## config.mk

```make
export PLATFORM = sky130hd
export DESIGN_NAME = lvl_intc
export DESIGN_NICKNAME = d
export VERILOG_FILES = /design/src/rtl/lvl_intc_pkg.sv /design/src/rtl/lvl_intc_bank.sv /design/src/rtl/lvl_intc_regs.sv /design/src/rtl/lvl_intc_out.sv /design/src/rtl/lvl_intc.sv
export SDC_FILE = /design/constraint.sdc
export NUM_CORES = 1
export LEC_CHECK = 0
export ABC_CLOCK_PERIOD_IN_PS = 3540
export BUFFER_PORTS_ARGS = -buffer_cell sky130_fd_sc_hd__buf_2
export CAP_MARGIN = 10
export CORE_MARGIN = 5
export CORE_UTILIZATION = 35
export DETAILED_ROUTE_END_ITERATION = 10
export PLACE_DENSITY = 0.58
export SYNTH_ARGS = -nofsm -noshare
export SYNTH_HDL_FRONTEND = slang
export SYNTH_SLANG_ARGS = --single-unit
```

## constraint.sdc

```tcl
create_clock -name clk -period 3.54 [get_ports clk]
set_input_delay 0.531 -clock clk [delete_from_list [all_inputs] [get_ports clk]]
set_output_delay 0.531 -clock clk [all_outputs]
set_load 0.02 [all_outputs]
```

## src/rtl/lvl_intc_pkg.sv

```systemverilog
package lvl_intc_pkg;
   localparam int BANK_W   = 32;
   localparam int MAX_BANK = 2;
   localparam int MAP_W    = 3;

   typedef enum logic [MAP_W-1:0] {
      RA_PEND_LO = 3'd0,
      RA_PEND_HI = 3'd1,
      RA_EN_LO   = 3'd2,
      RA_EN_HI   = 3'd3,
      RA_RT_LO   = 3'd4,
      RA_RT_HI   = 3'd5,
      RA_CTRL    = 3'd6,
      RA_NONE    = 3'd7
   } reg_addr_e;

   function automatic logic [BANK_W-1:0] live_mask(input int width);
      logic [BANK_W-1:0] m;
      m = '0;
      for (int i = 0; i < BANK_W; i++)
         if (i < width) m[i] = 1'b1;
      return m;
   endfunction
endpackage

```

## src/rtl/lvl_intc_bank.sv

```systemverilog
module lvl_intc_bank
   import lvl_intc_pkg::*;
#(
   parameter int LIVE = 32
) (
   input  logic              clk,
   input  logic              rst_n,
   input  logic              en_we,
   input  logic              rt_we,
   input  logic [BANK_W-1:0] wdata,
   input  logic [BANK_W-1:0] src,
   output logic [BANK_W-1:0] en_q,
   output logic [BANK_W-1:0] rt_q,
   output logic [BANK_W-1:0] pend
);
   localparam logic [BANK_W-1:0] LIVE_M = live_mask(LIVE);

   if (LIVE < 1 || LIVE > BANK_W) begin : g_bad_live
      $error("lvl_intc_bank: LIVE out of range");
   end

   always_ff @(posedge clk or negedge rst_n) begin
      if (!rst_n) begin
         en_q <= '0;
         rt_q <= '0;
      end else begin
         if (en_we) en_q <= wdata & LIVE_M;
         if (rt_we) rt_q <= wdata & LIVE_M;
      end
   end

   assign pend = src & en_q & LIVE_M;


   en_write_chk: assert property (@(posedge clk) disable iff (!rst_n)
      en_we |=> en_q == ($past(wdata) & LIVE_M));


   disabled_quiet_chk: assert property (@(posedge clk) disable iff (!rst_n)
      (en_we && wdata == '0) |=> pend == '0);
endmodule

```

## src/rtl/lvl_intc_regs.sv

```systemverilog
module lvl_intc_regs
   import lvl_intc_pkg::*;
#(
   parameter int ADDR_W = 3
) (
   input  logic              clk,
   input  logic              rst_n,
   input  logic              bus_wr,
   input  logic              bus_rd,
   input  logic [ADDR_W-1:0] bus_addr,
   input  logic [BANK_W-1:0] bus_wdata,
   input  logic [BANK_W-1:0] pend_lo,
   input  logic [BANK_W-1:0] pend_hi,
   input  logic [BANK_W-1:0] en_lo,
   input  logic [BANK_W-1:0] en_hi,
   input  logic [BANK_W-1:0] rt_lo,
   input  logic [BANK_W-1:0] rt_hi,
   output logic              we_en_lo,
   output logic              we_en_hi,
   output logic              we_rt_lo,
   output logic              we_rt_hi,
   output logic              wake_only_en,
   output logic [BANK_W-1:0] bus_rdata
);
   if (ADDR_W < MAP_W) begin : g_bad_addr
      $error("lvl_intc_regs: ADDR_W too small for register map");
   end

   logic      in_range;
   reg_addr_e sel;
   logic      we_ctrl;
   logic [BANK_W-1:0] rd_mux;

   if (ADDR_W > MAP_W) begin : g_wide_addr
      assign in_range = (bus_addr[ADDR_W-1:MAP_W] == '0);
   end else begin : g_exact_addr
      assign in_range = 1'b1;
   end

   assign sel      = reg_addr_e'(bus_addr[MAP_W-1:0]);
   assign we_en_lo = bus_wr && in_range && sel == RA_EN_LO;
   assign we_en_hi = bus_wr && in_range && sel == RA_EN_HI;
   assign we_rt_lo = bus_wr && in_range && sel == RA_RT_LO;
   assign we_rt_hi = bus_wr && in_range && sel == RA_RT_HI;
   assign we_ctrl  = bus_wr && in_range && sel == RA_CTRL;

   always_comb begin
      rd_mux = '0;
      if (in_range) begin
         unique case (sel)
            RA_PEND_LO: rd_mux = pend_lo;
            RA_PEND_HI: rd_mux = pend_hi;
            RA_EN_LO:   rd_mux = en_lo;
            RA_EN_HI:   rd_mux = en_hi;
            RA_RT_LO:   rd_mux = rt_lo;
            RA_RT_HI:   rd_mux = rt_hi;
            RA_CTRL:    rd_mux = {{(BANK_W-1){1'b0}}, wake_only_en};
            default:    rd_mux = '0;
         endcase
      end
   end

   always_ff @(posedge clk or negedge rst_n) begin
      if (!rst_n) begin
         wake_only_en <= 1'b0;
         bus_rdata    <= '0;
      end else begin
         if (we_ctrl) wake_only_en <= bus_wdata[0];
         if (bus_rd)  bus_rdata    <= rd_mux;
      end
   end


   ctrl_read_chk: assert property (@(posedge clk) disable iff (!rst_n)
      (bus_rd && in_range && sel == RA_CTRL) |=>
         bus_rdata == {{(BANK_W-1){1'b0}}, $past(wake_only_en)});


   rdata_hold_chk: assert property (@(posedge clk) disable iff (!rst_n)
      !bus_rd |=> $stable(bus_rdata));


   one_strobe_chk: assert property (@(posedge clk) disable iff (!rst_n)
      $onehot0({we_en_lo, we_en_hi, we_rt_lo, we_rt_hi, we_ctrl}));
endmodule

```

## src/rtl/lvl_intc_out.sv

```systemverilog
module lvl_intc_out #(
   parameter int N = 64
) (
   input  logic         clk,
   input  logic         rst_n,
   input  logic [N-1:0] src,
   input  logic [N-1:0] pend,
   input  logic [N-1:0] steer,
   input  logic         wake_only_en,
   output logic         irq_q,
   output logic         fast_q,
   output logic         wake_q
);
   logic norm_any, fast_any, wake_any;

   assign norm_any = |(pend & ~steer);
   assign fast_any = |(pend & steer);
   assign wake_any = wake_only_en ? |pend : |src;

   always_ff @(posedge clk or negedge rst_n) begin
      if (!rst_n) begin
         irq_q  <= 1'b0;
         fast_q <= 1'b0;
         wake_q <= 1'b0;
      end else begin
         irq_q  <= norm_any;
         fast_q <= fast_any;
         wake_q <= wake_any;
      end
   end


   irq_cause_chk: assert property (@(posedge clk) disable iff (!rst_n)
      irq_q |-> $past(|pend));


   wake_masked_chk: assert property (@(posedge clk) disable iff (!rst_n)
      (wake_only_en && pend == '0) |=> !wake_q);


   idle_low_chk: assert property (@(posedge clk) disable iff (!rst_n)
      (src == '0) |=> (!irq_q && !fast_q && !wake_q));


   pend_subset_chk: assert property (@(posedge clk) disable iff (!rst_n)
      (pend & ~src) == '0);
endmodule

```

## src/rtl/lvl_intc.sv

```systemverilog
module lvl_intc
   import lvl_intc_pkg::*;
#(
   parameter int NUM_SRC = 64,
   parameter int ADDR_W  = 3
) (
   input  logic               clk,
   input  logic               rst_n,
   input  logic [NUM_SRC-1:0] src_i,
   input  logic               bus_wr,
   input  logic               bus_rd,
   input  logic [ADDR_W-1:0]  bus_addr,
   input  logic [31:0]        bus_wdata,
   output logic [31:0]        bus_rdata,
   output logic               irq_o,
   output logic               fast_irq_o,
   output logic               wake_o
);
   localparam int NBANK = (NUM_SRC + BANK_W - 1) / BANK_W;
   localparam int FULL  = MAX_BANK * BANK_W;

   if (NUM_SRC < 1 || NUM_SRC > FULL) begin : g_bad_src
      $error("lvl_intc: NUM_SRC must lie in 1..64");
   end

   logic [FULL-1:0]   src_pad;
   logic [BANK_W-1:0] en_w   [MAX_BANK];
   logic [BANK_W-1:0] rt_w   [MAX_BANK];
   logic [BANK_W-1:0] pend_w [MAX_BANK];
   logic [MAX_BANK-1:0] we_en, we_rt;
   logic wake_only_en;

   assign src_pad = FULL'(src_i);

   for (genvar b = 0; b < MAX_BANK; b++) begin : g_bank
      if (b < NBANK) begin : g_live
         localparam int W = (b == NBANK - 1) ? (NUM_SRC - b * BANK_W) : BANK_W;
         lvl_intc_bank #(.LIVE(W)) u_bank (
            .clk   (clk),
            .rst_n (rst_n),
            .en_we (we_en[b]),
            .rt_we (we_rt[b]),
            .wdata (bus_wdata),
            .src   (src_pad[b*BANK_W +: BANK_W]),
            .en_q  (en_w[b]),
            .rt_q  (rt_w[b]),
            .pend  (pend_w[b])
         );
      end else begin : g_absent
         assign en_w[b]   = '0;
         assign rt_w[b]   = '0;
         assign pend_w[b] = '0;
      end
   end

   lvl_intc_regs #(.ADDR_W(ADDR_W)) u_regs (
      .clk          (clk),
      .rst_n        (rst_n),
      .bus_wr       (bus_wr),
      .bus_rd       (bus_rd),
      .bus_addr     (bus_addr),
      .bus_wdata    (bus_wdata),
      .pend_lo      (pend_w[0]),
      .pend_hi      (pend_w[1]),
      .en_lo        (en_w[0]),
      .en_hi        (en_w[1]),
      .rt_lo        (rt_w[0]),
      .rt_hi        (rt_w[1]),
      .we_en_lo     (we_en[0]),
      .we_en_hi     (we_en[1]),
      .we_rt_lo     (we_rt[0]),
      .we_rt_hi     (we_rt[1]),
      .wake_only_en (wake_only_en),
      .bus_rdata    (bus_rdata)
   );

   lvl_intc_out #(.N(FULL)) u_out (
      .clk          (clk),
      .rst_n        (rst_n),
      .src          (src_pad),
      .pend         ({pend_w[1], pend_w[0]}),
      .steer        ({rt_w[1], rt_w[0]}),
      .wake_only_en (wake_only_en),
      .irq_q        (irq_o),
      .fast_q       (fast_irq_o),
      .wake_q       (wake_o)
   );


   hi_bank_route_chk: assert property (@(posedge clk) disable iff (!rst_n)
      (pend_w[1] != '0 && pend_w[0] == '0 && (pend_w[1] & rt_w[1]) == '0) |=>
         (irq_o && !fast_irq_o));
endmodule

```

======== Word level (Yosys, flattened, before mapping) ========
Cells that the tools add are included.
word-level totals
  register bits after elaboration ......... 164
  output and inout port bits .............. 35
  logic and storage cells ................. 32
cells by class
  eq/ne operators ......................... 6
  mux-type cells .......................... 2
  bitwise gates (word level) .............. 5
  reductions and logical operators ........ 10
operators with widths
  kind                                                                    number
  64-bit OR reduction                                                     4
  32-bit one-hot mux with 7 select lines                                  1
  64-bit AND                                                              2
  32-bit AND                                                              2
  64-bit inverter                                                         1
  3-bit equality test (second input constant)                             3
  3-bit by 2-bit equality test with 1-bit output (second input constant)  2
  1-bit logical AND                                                       5
  3-bit by 1-bit equality test with 1-bit output (second input constant)  1
  3-bit logical NOT                                                       1
  1-bit 2-to-1 mux                                                        1

======== Depth between registers and ports, before layout ========
Gate-level depths: netlist (run 1).
  word-level depth ........................ 3
  mapped depth ............................ 8
  depth with buffers taken out ............ 5

======== By module ========
A second synthesis (run 1) with hierarchy kept.
unflattened totals
  cells, all modules ...................... 806
  area, all modules ....................... 9704.3 um2
modules (own cells, without submodules)
  module         instances  cells an instance  area an instance (um2)  sequential area each (um2)
  lvl_intc_bank  2          168                2890.3                  1601.5
  lvl_intc_regs  1          281                2702.6                  825.8
  lvl_intc_out   1          189                1221.2                  75.1

======== Worst setup path before layout (run 1) ========
OpenSTA, ideal clock, no wires.
  kind .................................... input to register
  from .................................... input port bus_addr[0]
  to ...................................... register g_bank[0].g_live.u_bank.en_q[12]
  arrival ................................. 1.727 ns
  data required time ...................... 3.415 ns
  setup slack ............................. 1.688 ns
  cell stages on the path ................. 6
  path buffers ............................ 3
  cell sequence ........................... buf_2 nor3b_2 and2_0 buf_2 buf_4 mux2_2
on the way
  cells in the longest elaborated chain, start to end .. 2
ends and longest elaborated chain
  what                                            line                 source
  start: declaration                              lvl_intc.sv:12       input logic [ADDR_W-1:0] bus_addr,
  3-bit by 2-bit equality test with 1-bit output  lvl_intc_regs.sv:41  assign we_en_lo = bus_wr && in_range && sel == RA_EN_LO;
  1-bit logical AND                               lvl_intc_regs.sv:41
  end signal: assignment                          lvl_intc_bank.sv:27  if (en_we) en_q <= wdata & LIVE_M;
  end: declaration                                lvl_intc_bank.sv:12  output logic [BANK_W-1:0] en_q,
Every way passes these cells.
A chain may end at the register's enable or synchronous reset.

======== Worst setup path in the final report (run 1) ========
  from .................................... input port bus_addr[1]
  to ...................................... register u_regs.bus_rdata[27]
on the way
  cells in the longest elaborated chain, start to end .. 2
  elaborated cells between the ends (all ways) .. 8
  those cells by class .................... 6 x eq/ne; 1 x mux; 1 x reduce/logical
ends and longest elaborated chain
  what                                               line                 source
  3-bit equality test, or another cell as far along  lvl_intc_regs.sv:50  unique case (sel)
  32-bit one-hot mux with 7 select lines *           lvl_intc_regs.sv:50
  end signal: assignment                             lvl_intc_regs.sv:69  if (bus_rd) bus_rdata <= rd_mux;
  end: declaration                                   lvl_intc_regs.sv:23  output logic [BANK_W-1:0] bus_rdata
Every way passes the cells marked *; elsewhere a longest branch is shown, timed or not.

==> results.cfg, run 1 <==
[critical_path]
cp.arrival_ps = 2440
timing.setup.critical_path_class = input port to flop
timing.critical_path.required_ps = 3890
worstSetupEndpointType = flop
r2r_slack_ps = 1560
timing.critical_path.from_type = input port
worst_reg2reg_path_startpoint = g_bank[1].g_live.u_bank.en_q[28]
rr_endpoint = u_out.wake_q
reg2regPathDepth = 5
cp_max_fo = 19

[global_route]
first_pass_grt_wire_length_um = 52120
grt_antenna_before_repair = 1
grt_remaining_overflow = 0
global_route.usage.total = 0.2489
vias_in_the_first_global_route = 7814
grt_max_degree = 81

[timing]
rsz0062_at_grt = no
tightestPinTransition_ps = 826.7
finClkSkew_ps = 12.47
finalHoldViolations = 0
fmaxAchievable_ghz = 0.4789
final-max-slew-violation-count = 0
finalCritPeriodShare = 0.5899
final_period_minus_worst_setup_slack_ps = 2088
setup_total_negative_slack_ps = 0
relSlewSlack = 0.4471
finalSetupViolations = 0

[power]
net-switching-power_w = 0.002059
p_sw_frac = 0.3395
ir_drop_v = 0.0002258
internal_power_w = 0.004006
seq_power_share = 0.463
power_per_cell_area_mw_per_mm2 = 596.4
p_leak_nw = 4.365
power.combinational.fraction = 0.214
clock_power_share = 0.323

[detailed_routing]
viasPerCell = 6.137
drtIter0Drc = 951
vias = 7770
drt_first_pass_iters = 6
routedWlPerCell_um = 27.50
drt.antenna.violating_nets = 0
detail_route.drc_violations = 0
detail_route.wirelength_um = 34820

[finish]
fillCellCount = 2368
n_antenna_cell = 0
finalNetCount = 1033
final_layout_size_suffix_gt1_frac = 0.2941
area_growth_pct = 19.06
stdcell_area_mm2 = 0.01017

[logic_synthesis]
synth_fp_nets = 899
postSynth.topFlopCell = dfrtp_1
synth_cell_type_count = 40
netlist.area_leader.share = 0.4804
synthTopCellsByArea = dfrtp_1, mux2_2, mux2_1, a32oi_1, o22ai_1
yosys.cell_count.top_type = dfrtp_1
area_of_the_mapped_netlist_mm2 = 0.008542
synth-compound-area-share = 0.1497
syn_avg_cell_area_um2 = 10.73
portion_of_the_post_synthesis_area_used_by_sequential_elements = 0.4804
synth_top_area_cell = dfrtp_1
syn-instance-count = 796
synth_top_family_by_area = multiplexers
synth-async-reset-ratio = 1.000
synth_fa_ha_area_frac = 0
synth_simple_gate_area_share = 0.1535
synth-edff-count = 0
synth.top_cells.by_count = dfrtp_1, nand2_1, mux2_2
synthesis.yosys.warnings = 0
synth_area_in_xor_xnor = 0
synth_seq_cells = 164
synth.area.mux_share = 0.1701

[floorplanning]
initial_core_util = 0.3533
core-area_mm2 = 0.02418
dieArea_mm2 = 0.02763
placementRows = 57
boundaryPins = 138
dieHeight_um = 166.2
die_width_um = 166.2

[worst_hold_path]
min_path_type = input port to asynchronous set/reset pin

[clock_tree]
clock_latency_ps = 430
cts-buffers-inserted = 17
ctsHoldBuffers = 0
cts_resized = 0
htree_num_levels = 4
clkSlewWorstSetupHoldPaths_ps = 70
clock_tree_from_tritoncts = built
max-clock-path-buffers = 2
cts_post_setup_buffers_inserted = 0
cts.root.buffer_cell = clkbuf_16
count_of_clock_tree_sinks = 164

[place]
placedInstanceArea_mm2 = 0.009557
hpwl_um = 27410
portbufs = 137
gp_congestion = 1.012

[outcome]
status = finished, final reports clean

[run]
drv_cap = 0
-- metrics by stage --
stage	power, W	worst slack (ps)	hold WS [ps]	cells	util
6_report	0.006065	1452	133.9	1266	0.4206
5_1_grt	0.006328	1380	204.8	1266	0.4206
2_1_floorplan	0.003393	1688	235.4	796	-
3_3_place_gp	0.004088	1130	502.6	1235	0.3953
3_5_place_dp	0.004101	1125	506.2	1235	0.3953
4_1_cts	0.006057	1553	174.7	1266	0.4206
-- worst max-delay path by stage --
stage | start | to | slack, ps | depth (start not counted)
CTS | bus_addr[1] | u_regs.bus_rdata[27] | 1550 | 7
detailed placement | bus_addr[1] | u_regs.bus_rdata[27] | 1120 | 7
global route | bus_addr[1] | u_regs.bus_rdata[16] | 1380 | 7
floorplan | bus_addr[0] | g_bank[0].g_live.u_bank.en_q[12] | 1690 | 6
finish | bus_addr[1] | u_regs.bus_rdata[27] | 1450 | 7
global placement | bus_addr[1] | u_regs.bus_rdata[16] | 1130 | 7
-- state kept, by name (all words and copies together) (netlist names) --
signal,cells
u_regs.bus_rdata,32
u_out.wake_q,1
g_bank.g_live.u_bank.en_q,64
g_bank.g_live.u_bank.rt_q,64
u_out.fast_q,1
u_out.irq_q,1
u_regs.wake_only_en,1
-- critical path, cell delays in order --
cell	delay [ps]
buf_2	220
nor3_4	740
buf_4	410
a21o_1	160
a222oi_1	70
a21o_1	220
o21ai_0	70
-- power by group through the flow --
stage          Sequential, W  Clock [W]  Combinational, W
6_report             0.00281    0.00196           0.00130
5_1_grt              0.00285    0.00207           0.00141
4_1_cts              0.00278    0.00198           0.00129
3_5_place_dp         0.00281          0           0.00129
3_3_place_gp         0.00281          0           0.00128
2_1_floorplan        0.00266          0          0.000730
-- cell usage in the layout, fill, tap and decap left out, types with 2 or more instances in the layout --
master        n
dfrtp_1     164
buf_2       136
nand2_1      93
mux2_2       84
nand3_1      71
o22ai_1      58
a32oi_1      48
mux2_1       45
nand4_1      32
inv_1        32
nor4_1       24
a221oi_1     22
buf_4        20
clkbuf_16    17
nor2_1       13
a21o_1       10
o2111ai_1     7
o21ai_0       6
a222oi_1      5
a22oi_1       5
and2_1        4
nand4b_1      4
clkbuf_8      4
nor3_1        3
and4_1        3
bufinv_16     3
clkbuf_1      3
clkinvlp_4    3
or4_1         2
nor3b_4       2
and3b_1       2
a31o_2        2
and3_1        2
-- routing by layer --
| metal | up-vias | track usage | routed length, um |
|---|---|---|---|
| met4 | 0 | 0.06795 | 899 |
| li1 | 3377 | - | - |
| met2 | 409 | 0.3828 | 15640 |
| met1 | 3925 | 0.3572 | 15600 |
| met5 | - | 0 | 0 |
| met3 | 59 | 0.05380 | 2676 |
-- cell type report --
| class | instances | area (um2) | share of cell area |
|---|---|---|---|
| clock buffers | 24 | 491.7 | 0.04835 |
| clock inverters | 7 | 121.4 | 0.01193 |
| inverters | 33 | 123.9 | 0.01218 |
| multi-input cells | 556 | 4061 | 0.3994 |
| flip-flops and latches | 164 | 4104 | 0.4035 |
| well taps | 324 | 405.4 | 0.03986 |
| repair buffers | 158 | 862.1 | 0.08477 |
-- cells by family (layout without fill, tap and decap cells) --
| family | Yosys count | count (layout) |
|---|---|---|
| compound gates | 168 | 168 |
| buf+inv | 76 | 222 |
| flops | 164 | 164 |
| mux | 129 | 129 |
| simple gates | 259 | 259 |
Power figures use the tool's default switching activity.
==> run 2, diff against run 1 <==
--- a/config.mk
+++ b/config.mk
@@ -5,13 +5,13 @@
 export SDC_FILE = /design/constraint.sdc
 export NUM_CORES = 1
 export LEC_CHECK = 0
-export ABC_CLOCK_PERIOD_IN_PS = 3540
+export ABC_CLOCK_PERIOD_IN_PS = 1800
 export BUFFER_PORTS_ARGS = -buffer_cell sky130_fd_sc_hd__buf_2
 export CAP_MARGIN = 10
 export CORE_MARGIN = 5
 export CORE_UTILIZATION = 35
 export DETAILED_ROUTE_END_ITERATION = 10
-export PLACE_DENSITY = 0.58
+export PLACE_DENSITY = 0.6
 export SYNTH_ARGS = -nofsm -noshare
 export SYNTH_HDL_FRONTEND = slang
 export SYNTH_SLANG_ARGS = --single-unit
==> constraint.sdc (replaced) <==
create_clock -name clk -period 1.8 [get_ports clk]
set_input_delay 0.27 -clock clk [delete_from_list [all_inputs] [get_ports clk]]
set_output_delay 0.27 -clock clk [all_outputs]
set_load 0.02 [all_outputs]
==> results.cfg, run 2 (synthesized netlist as in run 1, its figures left out) <==
[outcome]
status = finished, final reports clean

[place]
hpwl_um = 29340
pre_cts_slack_ps = -140.0
portbufs = 137
gp_congestion = 1.033

[floorplanning]
dieArea_mm2 = 0.02763
die_width_um = 166.2
core-area_mm2 = 0.02418
initial_core_util = 0.3533
boundaryPins = 138
dieHeight_um = 166.2
placementRows = 57

[worst_hold_path]
worst_hold_startpoint = bus_wdata[4]
min_path_type = input port to flop

[clock_tree]
cts.root.buffer_cell = clkbuf_16
count_of_clock_tree_sinks = 164
clkSlewWorstSetupHoldPaths_ps = 70
clock_tree_from_tritoncts = built
cts-buffers-inserted = 17
max-clock-path-buffers = 2
htree_num_levels = 4
clock_latency_ps = 430

[power]
ir_drop_v = 0.0005391
p_leak_nw = 5.018
power_per_cell_area_mw_per_mm2 = 1087
totalPowerFinal_w = 0.01228

[critical_path]
cp.arrival_ps = 2000
worst_reg2reg_path_startpoint = g_bank[1].g_live.u_bank.en_q[8]
timing.setup.critical_path_class = flop to flop
worstSetupEndpointType = flop
reg2regPathDepth = 5
timing.critical_path.from = g_bank[1].g_live.u_bank.en_q[8]
timing.critical_path.from_type = flop
cp_max_fo = 2
rr_endpoint = u_out.irq_q
cp-endpoint = u_out.irq_q
timing.critical_path.required_ps = 2100
r2r_slack_ps = 100

[detailed_routing]
vias = 8376
drt.antenna.violating_nets = 0
detail_route.drc_violations = 0
drt_first_pass_iters = 5
detail_route.wirelength_um = 37530
routedWlPerCell_um = 26.96
viasPerCell = 6.017
drtIter0Drc = 1087

[global_route]
grt_antenna_before_repair = 1
first_pass_grt_wire_length_um = 55910
grt_remaining_overflow = 0
grt_max_degree = 46
vias_in_the_first_global_route = 8537
global_route.usage.total = 0.2665

[timing]
finalHoldViolations = 0
post-route-worst-setup-slack_ps = 100.6
finClkSkew_ps = 7.210
final-max-slew-violation-count = 0
rsz0062_at_grt = no
finalSetupViolations = 0
relSlewSlack = 0.6348
final_period_minus_worst_setup_slack_ps = 1699
finalCritPeriodShare = 0.9441
whs_ps = 94.60
fmaxAchievable_ghz = 0.5884
tightestPinTransition_ps = 542.8

[finish]
finalNetCount = 1158
mostFrequentLayoutCells = dfrtp_1, buf_2, buf_4, nand2_1, mux2_2
area.sequential_mm2 = 0.004104
area_growth_pct = 32.25
n_antenna_cell = 0
layout_commonest_cell = dfrtp_1
fillCellCount = 2305
multi_input_area_mm2 = 0.004078
layout_top_registers = g_bank.g_live.u_bank.en_q: 64 flops, g_bank.g_live.u_bank.rt_q: 64 flops, u_regs.bus_rdata: 32 flops
final_layout_size_suffix_gt1_frac = 0.3801

[run]
drv_cap = 0
==> run 2: cell types whose count changed in the layout (fill, tap and decap cells not counted), moves of 2 or more <==
cell       delta
clkinv_2      +3
nand2_1       -4
buf_12       +18
nand2_2       +4
buf_4       +106
bufinv_16     -2
==> run 2: area by class of cell <==
| class | count | area share |
|---|---|---|
| sequential | 164 | 0.3633 |
| multi-input combinational | 556 | 0.3609 |
| timing repair buffer | 283 | 0.1795 |
| clock buffer | 24 | 0.04264 |
| tap | 324 | 0.03588 |
| inverter | 33 | 0.01096 |
| clock inverter | 8 | 0.006756 |
==> run 2: worst min path at each step <==
stage / endpoint / cells past startpoint
CTS: g_bank[1].g_live.u_bank.rt_q[30] / 2
detailed placement: u_regs.bus_rdata[0] / 1
global placement: u_regs.bus_rdata[0] / 1
finish: g_bank[1].g_live.u_bank.rt_q[4] / 2
global route: g_bank[1].g_live.u_bank.rt_q[1] / 2
floorplan: g_bank[0].g_live.u_bank.en_q[0] / 0
==> run 2: routing by layer <==
layer,routed length [um],GRT usage,vias to the layer above
li1,-,-,3625
met1,16530,0.3704,4205
met2,16990,0.4190,458
met3,2702,0.04713,88
met4,1315,0.09819,0
met5,0,0,-
==> run 2: power breakdown <==
part / switching (W) / internal, W
Clock: 0.00155 / 0.00201
Combinational: 0.00179 / 0.00161
Sequential: 0.000884 / 0.00444
Total: 0.00422 / 0.00806
==> run 2: worst max-delay path: stages (launching register included) <==
cell and delay (ps):
dfrtp_1 400, nand2_1 220, o22ai_1 110, nor2_1 220, nand3_1 100, or4_1 530
==> run 2: stage by stage <==
| stage | utilization | setup TNS, ps | area, um2 | cells |
|---|---|---|---|---|
| finish | 0.4673 | 0 | 11300 | 1392 |
| global route | 0.4673 | 0 | 11300 | 1392 |
| CTS | 0.4666 | 0 | 11280 | 1392 |
| detailed placement | 0.4431 | -755.2 | 10710 | 1359 |
| global placement | 0.4431 | -713.1 | 10710 | 1359 |
| floorplan | - | 0 | 8542 | 796 |
==> run 2: what timing repair did <==
item                       in CTS  in global routing
setup endpoints to repair       0                  2
hold buffers                    1                  0
hold endpoints to repair       30                  0
setup buffers                   0                  0
resized for setup               0                  5
